## src/rtl/radio_irq_pkg.sv

```systemverilog
package radio_irq_pkg;
    localparam int unsigned ADDR_W    = 3;
    localparam int unsigned DATA_W    = 8;
    localparam int unsigned N_GROUPS  = 3;   // two normal groups, one error group
    localparam int unsigned N_VECTORS = 2;   // 0: normal, 1: error

    localparam int unsigned ADR_FLAG_BASE = 0;
    localparam int unsigned ADR_MASK_BASE = 3;
    localparam int unsigned ADR_CTRL      = 6;

    localparam int unsigned CTRL_EN_BASE   = 0;
    localparam int unsigned CTRL_PEND_BASE = 2;

    function automatic int unsigned flag_addr(input int unsigned grp);
        return ADR_FLAG_BASE + grp;
    endfunction

    function automatic int unsigned mask_addr(input int unsigned grp);
        return ADR_MASK_BASE + grp;
    endfunction
endpackage

```

## src/rtl/radio_irq_group.sv

```systemverilog
module radio_irq_group
    import radio_irq_pkg::*;
#(
    parameter int unsigned W         = 8,
    parameter int unsigned FLAG_ADDR = 0,
    parameter int unsigned MASK_ADDR = 3
) (
    input  logic              clk,
    input  logic              rst_n,
    input  logic [W-1:0]      evt,
    input  logic              wr_en,
    input  logic [ADDR_W-1:0] wr_addr,
    input  logic [W-1:0]      wr_data,
    output logic [W-1:0]      flag_o,
    output logic [W-1:0]      mask_o,
    output logic              req_o
);
    typedef struct packed {
        logic [W-1:0] prev;
        logic [W-1:0] flag;
        logic [W-1:0] mask;
    } grp_state_t;

    grp_state_t   st_d, st_q;
    logic [W-1:0] rise;
    logic         hit_flag, hit_mask;

    always_comb begin
        st_d     = st_q;
        hit_flag = wr_en && (wr_addr == ADDR_W'(FLAG_ADDR));
        hit_mask = wr_en && (wr_addr == ADDR_W'(MASK_ADDR));
        rise     = evt & ~st_q.prev;
        st_d.prev = evt;
        if (hit_flag) begin
            st_d.flag = st_q.flag & wr_data;
        end
        st_d.flag = st_d.flag | rise;        // a fresh edge beats a clear
        if (hit_mask) begin
            st_d.mask = wr_data;
        end
    end

    always_ff @(posedge clk) begin
        if (!rst_n) begin
            st_q <= '0;
        end else begin
            st_q <= st_d;
        end
    end

    assign flag_o = st_q.flag;
    assign mask_o = st_q.mask;
    assign req_o  = |(st_q.flag & st_q.mask);

    AST_FLAG_ON_RISE: assert property (@(posedge clk) disable iff (!rst_n)
        (|rise) |=> ((flag_o & $past(rise)) == $past(rise)));
    AST_FLAG_STICKY: assert property (@(posedge clk) disable iff (!rst_n)
        !hit_flag |=> ((flag_o & $past(flag_o)) == $past(flag_o)));
    AST_MASK_STABLE: assert property (@(posedge clk) disable iff (!rst_n)
        !hit_mask |=> (mask_o == $past(mask_o)));
endmodule

```

## src/rtl/radio_irq_cpu.sv

```systemverilog
module radio_irq_cpu
    import radio_irq_pkg::*;
#(
    parameter int unsigned EN_BIT   = 0,
    parameter int unsigned PEND_BIT = 2
) (
    input  logic              clk,
    input  logic              rst_n,
    input  logic              req,
    input  logic              ack,
    input  logic              ctrl_we,
    input  logic [DATA_W-1:0] ctrl_wdata,
    output logic              en_o,
    output logic              pend_o,
    output logic              irq_o
);
    typedef struct packed {
        logic req_prev;
        logic en;
        logic pend;
    } cpu_state_t;

    cpu_state_t st_d, st_q;
    logic       req_edge;

    always_comb begin
        st_d          = st_q;
        req_edge      = req && !st_q.req_prev;
        st_d.req_prev = req;
        if (ctrl_we) begin
            st_d.en   = ctrl_wdata[EN_BIT];
            st_d.pend = st_q.pend & ctrl_wdata[PEND_BIT];
        end
        if (ack) begin
            st_d.pend = 1'b0;
        end
        if (req_edge) begin
            st_d.pend = 1'b1;
        end
    end

    always_ff @(posedge clk) begin
        if (!rst_n) begin
            st_q <= '0;
        end else begin
            st_q <= st_d;
        end
    end

    assign en_o   = st_q.en;
    assign pend_o = st_q.pend;
    assign irq_o  = st_q.pend & st_q.en;

    AST_PEND_ON_EDGE: assert property (@(posedge clk) disable iff (!rst_n)
        req_edge |=> pend_o);
    AST_PEND_CAUSE: assert property (@(posedge clk) disable iff (!rst_n)
        $rose(pend_o) |-> $past(req_edge));
    AST_ACK_CLEARS: assert property (@(posedge clk) disable iff (!rst_n)
        (ack && !req_edge) |=> !pend_o);
    AST_IRQ_NEEDS_PEND: assert property (@(posedge clk) disable iff (!rst_n)
        irq_o |-> (pend_o && en_o));
endmodule

```

## src/rtl/radio_irq_agg.sv

```systemverilog
module radio_irq_agg
    import radio_irq_pkg::*;
(
    input  logic              clk,
    input  logic              rst_n,
    input  logic [DATA_W-1:0] evt_nrm_a,
    input  logic [DATA_W-1:0] evt_nrm_b,
    input  logic [DATA_W-1:0] evt_err,
    input  logic [ADDR_W-1:0] reg_addr,
    input  logic              reg_we,
    input  logic [DATA_W-1:0] reg_wdata,
    output logic [DATA_W-1:0] reg_rdata,
    input  logic              ack_nrm,
    input  logic              ack_err,
    output logic              irq_nrm,
    output logic              irq_err
);
    logic [DATA_W-1:0]    evt_grp  [N_GROUPS];
    logic [DATA_W-1:0]    flag_grp [N_GROUPS];
    logic [DATA_W-1:0]    mask_grp [N_GROUPS];
    logic [N_GROUPS-1:0]  req_grp;
    logic [N_VECTORS-1:0] req_vec, ack_vec, en_vec, pend_vec, irq_vec;
    logic                 ctrl_we;

    assign evt_grp[0] = evt_nrm_a;
    assign evt_grp[1] = evt_nrm_b;
    assign evt_grp[2] = evt_err;

    for (genvar g = 0; g < N_GROUPS; g++) begin : g_grp
        radio_irq_group #(
            .W         (DATA_W),
            .FLAG_ADDR (flag_addr(g)),
            .MASK_ADDR (mask_addr(g))
        ) u_grp (
            .clk     (clk),
            .rst_n   (rst_n),
            .evt     (evt_grp[g]),
            .wr_en   (reg_we),
            .wr_addr (reg_addr),
            .wr_data (reg_wdata),
            .flag_o  (flag_grp[g]),
            .mask_o  (mask_grp[g]),
            .req_o   (req_grp[g])
        );
    end

    assign req_vec[0] = req_grp[0] | req_grp[1];
    assign req_vec[1] = req_grp[2];
    assign ack_vec    = {ack_err, ack_nrm};
    assign ctrl_we    = reg_we && (reg_addr == ADDR_W'(ADR_CTRL));

    for (genvar v = 0; v < N_VECTORS; v++) begin : g_vec
        radio_irq_cpu #(
            .EN_BIT   (CTRL_EN_BASE + v),
            .PEND_BIT (CTRL_PEND_BASE + v)
        ) u_cpu (
            .clk        (clk),
            .rst_n      (rst_n),
            .req        (req_vec[v]),
            .ack        (ack_vec[v]),
            .ctrl_we    (ctrl_we),
            .ctrl_wdata (reg_wdata),
            .en_o       (en_vec[v]),
            .pend_o     (pend_vec[v]),
            .irq_o      (irq_vec[v])
        );
    end

    assign irq_nrm = irq_vec[0];
    assign irq_err = irq_vec[1];

    always_comb begin
        reg_rdata = '0;
        for (int g = 0; g < N_GROUPS; g++) begin
            if (reg_addr == ADDR_W'(flag_addr(g))) reg_rdata = flag_grp[g];
            if (reg_addr == ADDR_W'(mask_addr(g))) reg_rdata = mask_grp[g];
        end
        if (reg_addr == ADDR_W'(ADR_CTRL)) begin
            reg_rdata[CTRL_EN_BASE   +: N_VECTORS] = en_vec;
            reg_rdata[CTRL_PEND_BASE +: N_VECTORS] = pend_vec;
        end
    end

    AST_NRM_IRQ_SOURCE: assert property (@(posedge clk) disable iff (!rst_n)
        $rose(irq_nrm) |-> (pend_vec[0] && en_vec[0]));
    AST_RESET_QUIET: assert property (@(posedge clk)
        !rst_n |=> (!irq_nrm && !irq_err));
endmodule

```

## config.mk

```make
export PLATFORM = sky130hd
export DESIGN_NAME = radio_irq_agg
export DESIGN_NICKNAME = d
export VERILOG_FILES = /design/src/rtl/radio_irq_pkg.sv /design/src/rtl/radio_irq_group.sv /design/src/rtl/radio_irq_cpu.sv /design/src/rtl/radio_irq_agg.sv
export SDC_FILE = /design/constraint.sdc
export NUM_CORES = 1
export LEC_CHECK = 0
export BUFFER_PORTS_ARGS = -buffer_cell sky130_fd_sc_hd__buf_2
export CAP_MARGIN = 5
export CELL_PAD_IN_SITES_DETAIL_PLACEMENT = 2
export CELL_PAD_IN_SITES_GLOBAL_PLACEMENT = 2
export CORE_AREA = 2 2 123 95
export CTS_BUF_LIST = sky130_fd_sc_hd__clkbuf_4 sky130_fd_sc_hd__clkbuf_8
export CTS_CLUSTER_DIAMETER = 150
export DETAILED_ROUTE_END_ITERATION = 8
export DIE_AREA = 0 0 125 97
export PLACE_DENSITY = 0.75
export SETUP_SLACK_MARGIN = 0.05
export SLEW_MARGIN = 10
export SYNTH_ARGS = -nofsm -noshare
export SYNTH_HDL_FRONTEND = slang
export SYNTH_SLANG_ARGS = --single-unit
```

## constraint.sdc

```tcl
create_clock -name clk -period 1.8 [get_ports clk]
set_input_delay 0.36 -clock clk [delete_from_list [all_inputs] [get_ports clk]]
set_output_delay 0.36 -clock clk [all_outputs]
set_load 0.1 [all_outputs]
```

---- Word level (Yosys, flattened, before mapping) ----
Cells that the tools add are included.
storage, ports and cells
  register bits after elaboration ......... 78
  input port bits ......................... 40
  logic and storage cells ................. 74
cells by class
  eq/ne operators ......................... 6
  muxes and demuxes ....................... 16
  bitwise operators ....................... 20
  reduce and logical (&&, ||, !) cells .... 17
operator list
  cell                                            number
  bitwise AND 8 bit                               9
  2-to-1 mux 8 bit                                9
  inverter 8 bit                                  3
  OR 8 bit                                        3
  OR reduction 8 bit                              3
  == test 3 bit (second input constant)           3
  logical AND 1 bit                               9
  == test 3 x 2 -> 1 bit (second input constant)  2
  2-to-1 mux 1 bit                                6
  nonzero test 3 bit                              2
  bitwise AND 1 bit                               4
  2-to-1 mux 4 bit                                1
  == test 3 x 1 -> 1 bit (second input constant)  1
  zero test 3 bit                                 1
  zero test 1 bit                                 2
  OR 1 bit                                        1

---- Logic depth before layout (Yosys ltp) ----
Gate-level depths: netlist of run 1.
  depth in word-level cells ............... 8
  gate-level depth with buffers ........... 5
  mapped depth without buffers ............ 4

---- Cells and area by module ----
Synthesis of run 1 repeated with hierarchy kept, for this count alone.
second synthesis, totals
  cell total of the unflattened synthesis .. 429
  area, all modules ....................... 3885.0 um2
modules (own cells, without submodules)
  module                            instances  cells each  area an instance (um2)  sequential area each (um2)
  radio_irq_group (g_grp[1].u_grp)  1          109         1021.0                  480.5
  radio_irq_group (g_grp[2].u_grp)  1          108         1019.7                  480.5
  radio_irq_group (g_grp[0].u_grp)  1          108         997.2                   480.5
  radio_irq_agg                     1          82          614.3                   0.0
  radio_irq_cpu                     2          11          116.4                   60.1

---- Worst setup path after synthesis of run 1 ----
Ideal clock, no wire load.
  kind .................................... input to output
  start point ............................. in reg_addr[2]
  end point ............................... out reg_rdata[4]
  data arrival time ....................... 2461 ps
  slack ................................... -1021 ps
  cell stages on the path ................. 5
  path through ............................ buf_4 -> buf_2 -> inv_1 -> a31oi_1 -> o221ai_1
between the ends
  cells in the longest elaborated chain, start to end .. 7
  elaborated cells on any way between the ends .. 12
RTL lines
  what                  line                 RTL
  start: declaration    radio_irq_agg.sv:9   input logic [ADDR_W-1:0] reg_addr,
  zero test 3 bit       radio_irq_agg.sv:75  if (reg_addr == ADDR_W'(flag_addr(g))) reg_rdata = flag_grp[g];
  2-to-1 mux 8 bit      radio_irq_agg.sv:75
  2-to-1 mux 8 bit      radio_irq_agg.sv:76  if (reg_addr == ADDR_W'(mask_addr(g))) reg_rdata = mask_grp[g];
  2-to-1 mux 8 bit      radio_irq_agg.sv:75
  2-to-1 mux 8 bit      radio_irq_agg.sv:76
  2-to-1 mux 8 bit      radio_irq_agg.sv:75
  2-to-1 mux 8 bit (*)  radio_irq_agg.sv:76
  end: declaration      radio_irq_agg.sv:12  output logic [DATA_W-1:0] reg_rdata,
Mark *: on every way between the ends. The rest lies on a longest branch, timed or not.

---- Final worst setup path of run 1 ----
  start point ............................. reg g_grp[0].u_grp.st_q (netlist bit g_grp[0].u_grp.flag_o[2])
  end point ............................... out reg_rdata[2]
between the ends
  cells in the longest elaborated chain, start to end .. 7
RTL lines
  what                      line                   RTL
  start: declaration        radio_irq_group.sv:24  grp_state_t st_d, st_q;
  start signal: assignment  radio_irq_group.sv:47  st_q <= st_d;
  2-to-1 mux 8 bit          radio_irq_agg.sv:75
  2-to-1 mux 8 bit          radio_irq_agg.sv:76
  2-to-1 mux 8 bit          radio_irq_agg.sv:75
  2-to-1 mux 8 bit          radio_irq_agg.sv:76
  2-to-1 mux 8 bit          radio_irq_agg.sv:75
  2-to-1 mux 8 bit          radio_irq_agg.sv:76
  2-to-1 mux 4 bit          radio_irq_agg.sv:78    if (reg_addr == ADDR_W'(ADR_CTRL)) begin
No other way between the ends.

==> results of run 1 <==
registers in the layout, indices dropped and copies added, names as in the netlist:
| signal | flops |
|---|---|
| g_vec.u_cpu.st_q | 2 |
| g_vec.u_cpu.en_o | 2 |
| g_grp.u_grp.flag_o | 24 |
| g_grp.u_grp.mask_o | 24 |
| g_vec.u_cpu.pend_o | 2 |
| g_grp.u_grp.st_q | 24 |
layer usage:
metal | part of all wire, % | vias to the layer above | global-route usage (%)
met3 | 4.1 | 8 | 4.87
met2 | 50 | 61 | 34.2
met5 | 0 | - | 0
met1 | 45 | 1529 | 24.9
li1 | - | 1418 | -
met4 | 0.69 | 0 | 4.87
placed cells by master, fill, tap and decap left out, types with 5 or more instances in the layout:
master	synthesis	routed
dfxtp_1	78	62
mux2i_2	0	5
buf_4	2	24
buf_2	3	39
nor2_1	14	10
nand2b_1	27	26
mux2i_1	14	5
dfxtp_2	0	15
a21oi_1	48	48
buf_12	0	11
and2_1	28	28
o21ai_0	25	25
nand2_1	60	55
clkbuf_8	0	11
timing repair:
item / CTS / global route
hold buffers: 0 / 0
pin swaps: 10 / 7
gates resized for setup: 43 / 17
buffers inserted: 15 / 1
cloned: 2 / 0
setup endpoints to repair: 8 / 8
logic make-up after synthesis:
| group | count (synthesis) | share of synthesized area [%] |
|---|---|---|
| buf+inv | 19 | 2.83 |
| compound gates | 108 | 20.8 |
| flops | 78 | 49.0 |
| simple gates | 139 | 21.5 |
| mux | 18 | 5.81 |
cell type report:
type | instances | area, µm²
sequential | 78 | 1580
tap | 140 | 175
clock buffer | 11 | 151
fill | 1186 | 6180
clock inverter | 5 | 105
multi-input combinational | 265 | 1850
timing repair buffer | 83 | 753
inverter | 2 | 15.0
report_power, final:
| group | switching, mW | leakage [nW] | internal [mW] |
|---|---|---|---|
| Clock | 0.669 | 0.122 | 0.997 |
| Sequential | 0.0683 | 0.648 | 1.82 |
| Combinational | 0.401 | 1.01 | 0.324 |
path summary, 6_finish.rpt:
path / startpoint / endpoint / slack (ps) / depth (start not counted)
max reg2reg: g_grp[1].u_grp.flag_o[0]$_SDFF_PN0_ / g_vec[0].u_cpu.pend_o$_SDFFE_PN0P_ / 320 / 5
min: ack_err / g_vec[1].u_cpu.pend_o$_SDFFE_PN0P_ / 170 / 2
min reg2reg: g_vec[0].u_cpu.st_q[2]$_SDFF_PN0_ / g_vec[0].u_cpu.pend_o$_SDFFE_PN0P_ / 430 / 1
max: g_grp[0].u_grp.flag_o[2]$_SDFF_PN0_ / reg_rdata[2] / -90 / 5
stage by stage:
stage	instance area, µm²	hold WS (ps)	util [%]
2_1_floorplan	3420	396	-
3_3_place_gp	4000	406	37.0
3_5_place_dp	4000	428	37.0
4_1_cts	4570	166	42.2
5_1_grt	4640	174	42.9
6_report	4640	175	42.9
==> results.md, run 1 <==
* Core Region at 10800 µm²
* Vias in the first global route at 3402
* Final setup violation count at 7
* Clock transition at path regs at 80 ps
* Area of the die at 12100 µm²
* Worst skew pair latency at 360 ps
* Mapped Area at 3190 µm²
* Cell Count Post-Placement at 550
* Vias at 3016
* Unrepaired setup endpoints after global routing: yes
* Largest net degree at the start of global routing at 30
* Critical path class: reg2out
* Detail Route Antenna Nets at 0
* Top cells by area, synth: dfxtp_1 49%, a21oi_1 7.5%, nand2_1 7.1%, and2_1 5.5%, nand2b_1 5.3%
* Ratio of cells with drive above 1 in the final layout at 35.8%
* DR DRC count at 0
* # rows at 33
* Starting Density at 29.5%
* Initial DRT Pass Iterations at 4
* Top-area cell type share of the netlist area at 49.0%
* Crit path launch type: flop
* Crit end category: primary output
* Routed WL per cell at 20.2 µm
* Clk buf depth at 2
* CP required at 1440 ps
* CP max-delay cell: dfxtp_2
* Initial antenna violation count at 0
* Clk Tree Root Cell: clkbuf_8
* Synth area leader: dfxtp_1
* Height of the die at 97 µm
* Total power at 4.28 mW
* Cell with the most instances after synthesis: dfxtp_1
* Worst-path fanout max at 3
* Pwr/cell area at 922 nW/µm²
* CTS Sinks at 78
* PortBufs at 49
* Commonest cells in the netlist: 78 x dfxtp_1, 60 x nand2_1, 48 x a21oi_1, 28 x and2_1, 27 x nand2b_1
* Die X at 125 µm
* HP Class: in2reg
* Drt initial violations at 119
* Mean Syn Cell Area at 8.80 µm²
* Yosys warning count at 0
* Global route overflow at 0
* P_leak at 1.78 nW
* Seq/Total Area, Yosys at 49.0%
* WP buf/inv at 1
* Status: finished, violations left
* Routability Congestion at 0.839
* Post-Syn Instances at 362
* Setup_tns at -406 ps
* Max-slew violations at 0
* DP HPWL at 8060 µm
* Antenna diodes at 0
* Critical path, cell by cell: mux2i_2, a2bb2oi_2, o221ai_2, o221a_4, buf_12
* Worst VDD drop at 0.382 mV
* Via density at 5.16
* Final period util at 105%
* Least-Margin Pin Slew at 474 ps
* CTS tree: yes
* Post-synth EDFFs at 0
* Clock skew at 6.44 ps
* FFs w/ async S/R, synth at 0%
* Max incr delay on CP at 360 ps
* Syn nets at 402
* Final hold violation count at 0
* Critical path's top delay family: compound AO/OA/AOI/OAI gates
* Violations in the final reports: negative setup slack
* WP data arrival at 1530 ps
* Fin cells at 584
* Pre-CTS WS at -165 ps
* Post-route minimum period at 1890 ps
* Area Overhead vs Synth at 45.5%
* GRT Total Usage at 19.8%
* Nets@finish at 479
* Final wirelength at 11800 µm
* Post-synth cell types at 30
* Depth of the CTS H-tree at 3
* Yosys reg bits at 78
* Synth Flop Type: dfxtp_1
* Io pins at 50
* First-pass GRT wire length at 18700 µm
* CTS buffer count at 9
* Slew margin rel. at 68.3%
* MaxCap Viol Count at 0
* Max frequency at 529 MHz
* Final WS setup at -91.6 ps
(Power assumes the default switching activity.)
==> run 2: changes to the inputs <==
--- a/config.mk
+++ b/config.mk
@@ -7,14 +7,12 @@
 export LEC_CHECK = 0
 export BUFFER_PORTS_ARGS = -buffer_cell sky130_fd_sc_hd__buf_2
 export CAP_MARGIN = 5
-export CELL_PAD_IN_SITES_DETAIL_PLACEMENT = 2
-export CELL_PAD_IN_SITES_GLOBAL_PLACEMENT = 2
 export CORE_AREA = 2 2 123 95
 export CTS_BUF_LIST = sky130_fd_sc_hd__clkbuf_4 sky130_fd_sc_hd__clkbuf_8
 export CTS_CLUSTER_DIAMETER = 150
 export DETAILED_ROUTE_END_ITERATION = 8
 export DIE_AREA = 0 0 125 97
-export PLACE_DENSITY = 0.75
+export PLACE_DENSITY = 0.52
 export SETUP_SLACK_MARGIN = 0.05
 export SLEW_MARGIN = 10
 export SYNTH_ARGS = -nofsm -noshare
==> run 2 against run 1 <==
Against the previous run: the run still ends with negative setup slack left; clock power decreased by 26%; die area unchanged; flip-flop and latch count unchanged; critical path depth unchanged; maximum frequency decreased by 1.7%; worst hold slack improved by 4.8 ps; wire length decreased by 19%; non-clock buffer count decreased by 4; register-to-register slack improved by 80 ps; cell count decreased by 0.68%; global-route usage decreased by 3.4 points; design area decreased by 5.1%; largest cell class unchanged; highest routed layer unchanged.
==> results.md, run 2 (same netlist as run 1, synthesis figures left out) <==
* GRT Total Usage at 16.4%
* Final period util at 107%
* Clock transition at path regs at 80 ps
* Cell Count Post-Placement at 555
* P_int at 2.70 mW
* CTS buffer count at 9
* HP Start: ack_err
* Clk Tree Root Cell: clkbuf_8
* Least-Margin Pin Slew at 485 ps
* Antenna diodes at 0
* Total power at 3.77 mW
* Reg2Reg Depth at 4
* Final WS setup at -124 ps
* Net switching fraction of the power at 28.3%
* CTS tree: yes
* Final hold violation count at 0
* Critical path, cell by cell: mux2i_1, a2bb2oi_1, o221ai_1, o221a_4, buf_12
* Crit end category: primary output
* Comb power frac at 17.4%
* Worst skew pair latency at 360 ps
* Worst VDD drop at 0.387 mV
* Vias in the first global route at 2797
* Most frequent cells in the layout: 63 x dfxtp_1, 57 x nand2_1, 48 x a21oi_1
* Worst-path fanout max at 3
* Post-route cell area at 4400 µm²
* CTS Sinks at 78
* Unrepaired setup endpoints after global routing: yes
* Initial DRT Pass Iterations at 4
* Initial antenna violation count at 0
* Placed inst area at 4040 µm²
* Depth of the CTS H-tree at 3
* HP Class: in2reg
* Via density at 4.93
* Pwr/cell area at 857 nW/µm²
* Routed WL per cell at 16.4 µm
* First-pass GRT wire length at 15300 µm
* Ratio of cells with drive above 1 in the final layout at 32.5%
* MaxCap Viol Count at 0
* Fin cells at 580
* Io pins at 50
* Most common cell after layout, fill and taps aside: dfxtp_1
* NetSw at 1.07 mW
* Global route overflow at 0
* Post-route minimum period at 1920 ps
* Worst R2R Start: g_grp[0].u_grp.mask_o[0]$_SDFFE_PN0P_
* Routability Congestion at 0.864
* Hold buffer count at CTS at 0
* Area of the die at 12100 µm²
* Final wirelength at 9520 µm
* Die X at 125 µm
* WHS Path Cells at 2
* Clk buf depth at 2
* PortBufs at 49
* Hold endpoint: g_vec[1].u_cpu.pend_o$_SDFFE_PN0P_
* Max-slew violations at 0
* Final setup violation count at 7
* CP required at 1440 ps
* DR DRC count at 0
* Height of the die at 97 µm
* # rows at 33
* Slew margin rel. at 67.9%
* WP data arrival at 1560 ps
* Nets@finish at 475
* Starting Density at 29.5%
* Clock skew at 5.93 ps
* DP HPWL at 7260 µm
* Largest net degree at the start of global routing at 38
* Drt initial violations at 168
* R2R Setup Slk at 400 ps
* Violations in the final reports: negative setup slack
* Critical path class: reg2out
* Max incr delay on CP at 360 ps
* Vias at 2857
* Core Region at 10800 µm²
* Setup_tns at -459 ps
* Part of the power in registers at 49.9%
* Area Overhead vs Synth at 38.1%
* Max frequency at 520 MHz
* R2r endpoint: g_vec[0].u_cpu.pend_o$_SDFFE_PN0P_
* Crit path launch type: flop
* Status: finished, violations left
* Clk pwr share at 32.6%
* P_leak at 1.68 nW
* Detail Route Antenna Nets at 0
* CP max-delay cell: dfxtp_2
run 2: stage by stage:
step	utilization [%]	setup WS (ps)	hold WS [ps]
2_1_floorplan	-	12.2	396
3_3_place_gp	37.3	-166	411
3_5_place_dp	37.3	-179	408
4_1_cts	40.2	-147	161
5_1_grt	40.7	-202	160
6_report	40.7	-124	180
run 2: worst max path at each step:
stage,from,endpoint,slack (ps),cells past startpoint
after global routing,g_grp[1].u_grp.flag_o[3]$_SDFF_PN0_,reg_rdata[3],-200,5
after global placement,reg_addr[2],reg_rdata[7],-170,6
after CTS,g_grp[0].u_grp.flag_o[3]$_SDFF_PN0_,reg_rdata[3],-150,5
after floorplan,reg_addr[2],reg_rdata[4],10,5
after detailed placement,reg_addr[2],reg_rdata[5],-180,6
final,g_grp[0].u_grp.flag_o[3]$_SDFF_PN0_,reg_rdata[3],-120,5
run 2: critical path, delay by kind of cell, from the launching register on:
family | cells | cell delay (ps)
mux | 1 | 70
buf+inv | 1 | 170
flops | 1 | 360
compound gates | 3 | 600
run 2: layer usage:
| layer | share of wire, % | track usage [%] | vias to the layer above |
|---|---|---|---|
| li1 | - | - | 1423 |
| met1 | 49 | 23.4 | 1342 |
| met2 | 42 | 23.3 | 77 |
| met3 | 6.9 | 5.14 | 15 |
| met4 | 1.8 | 5.64 | 0 |
| met5 | 0 | 0 | - |
run 2: timing repair:
item,in CTS,in global routing
endpoints found under the setup margin,8,9
endpoints found under the hold margin,0,0
buffers inserted,8,1
pin swaps,6,5
resized for setup,28,10
run 2: final cells by class:
cell class | instances | area [µm²]
Sequential cell | 78 | 1580
Multi-Input combinational cell | 265 | 1780
Inverter | 2 | 15.0
Timing Repair Buffer | 79 | 663
Clock inverter | 4 | 31.3
Clock buffer | 12 | 159
Tap cell | 140 | 175
Fill cell | 1110 | 6420
run 2: power groups by stage:
stage          clock (mW)  combinational [mW]  sequential (mW)
3_5_place_dp            0               0.623             1.92
6_report             1.23               0.657             1.88
2_1_floorplan           0               0.397             1.89
3_3_place_gp            0               0.616             1.92
4_1_cts              1.28               0.651             1.88
5_1_grt              1.36               0.706             1.89
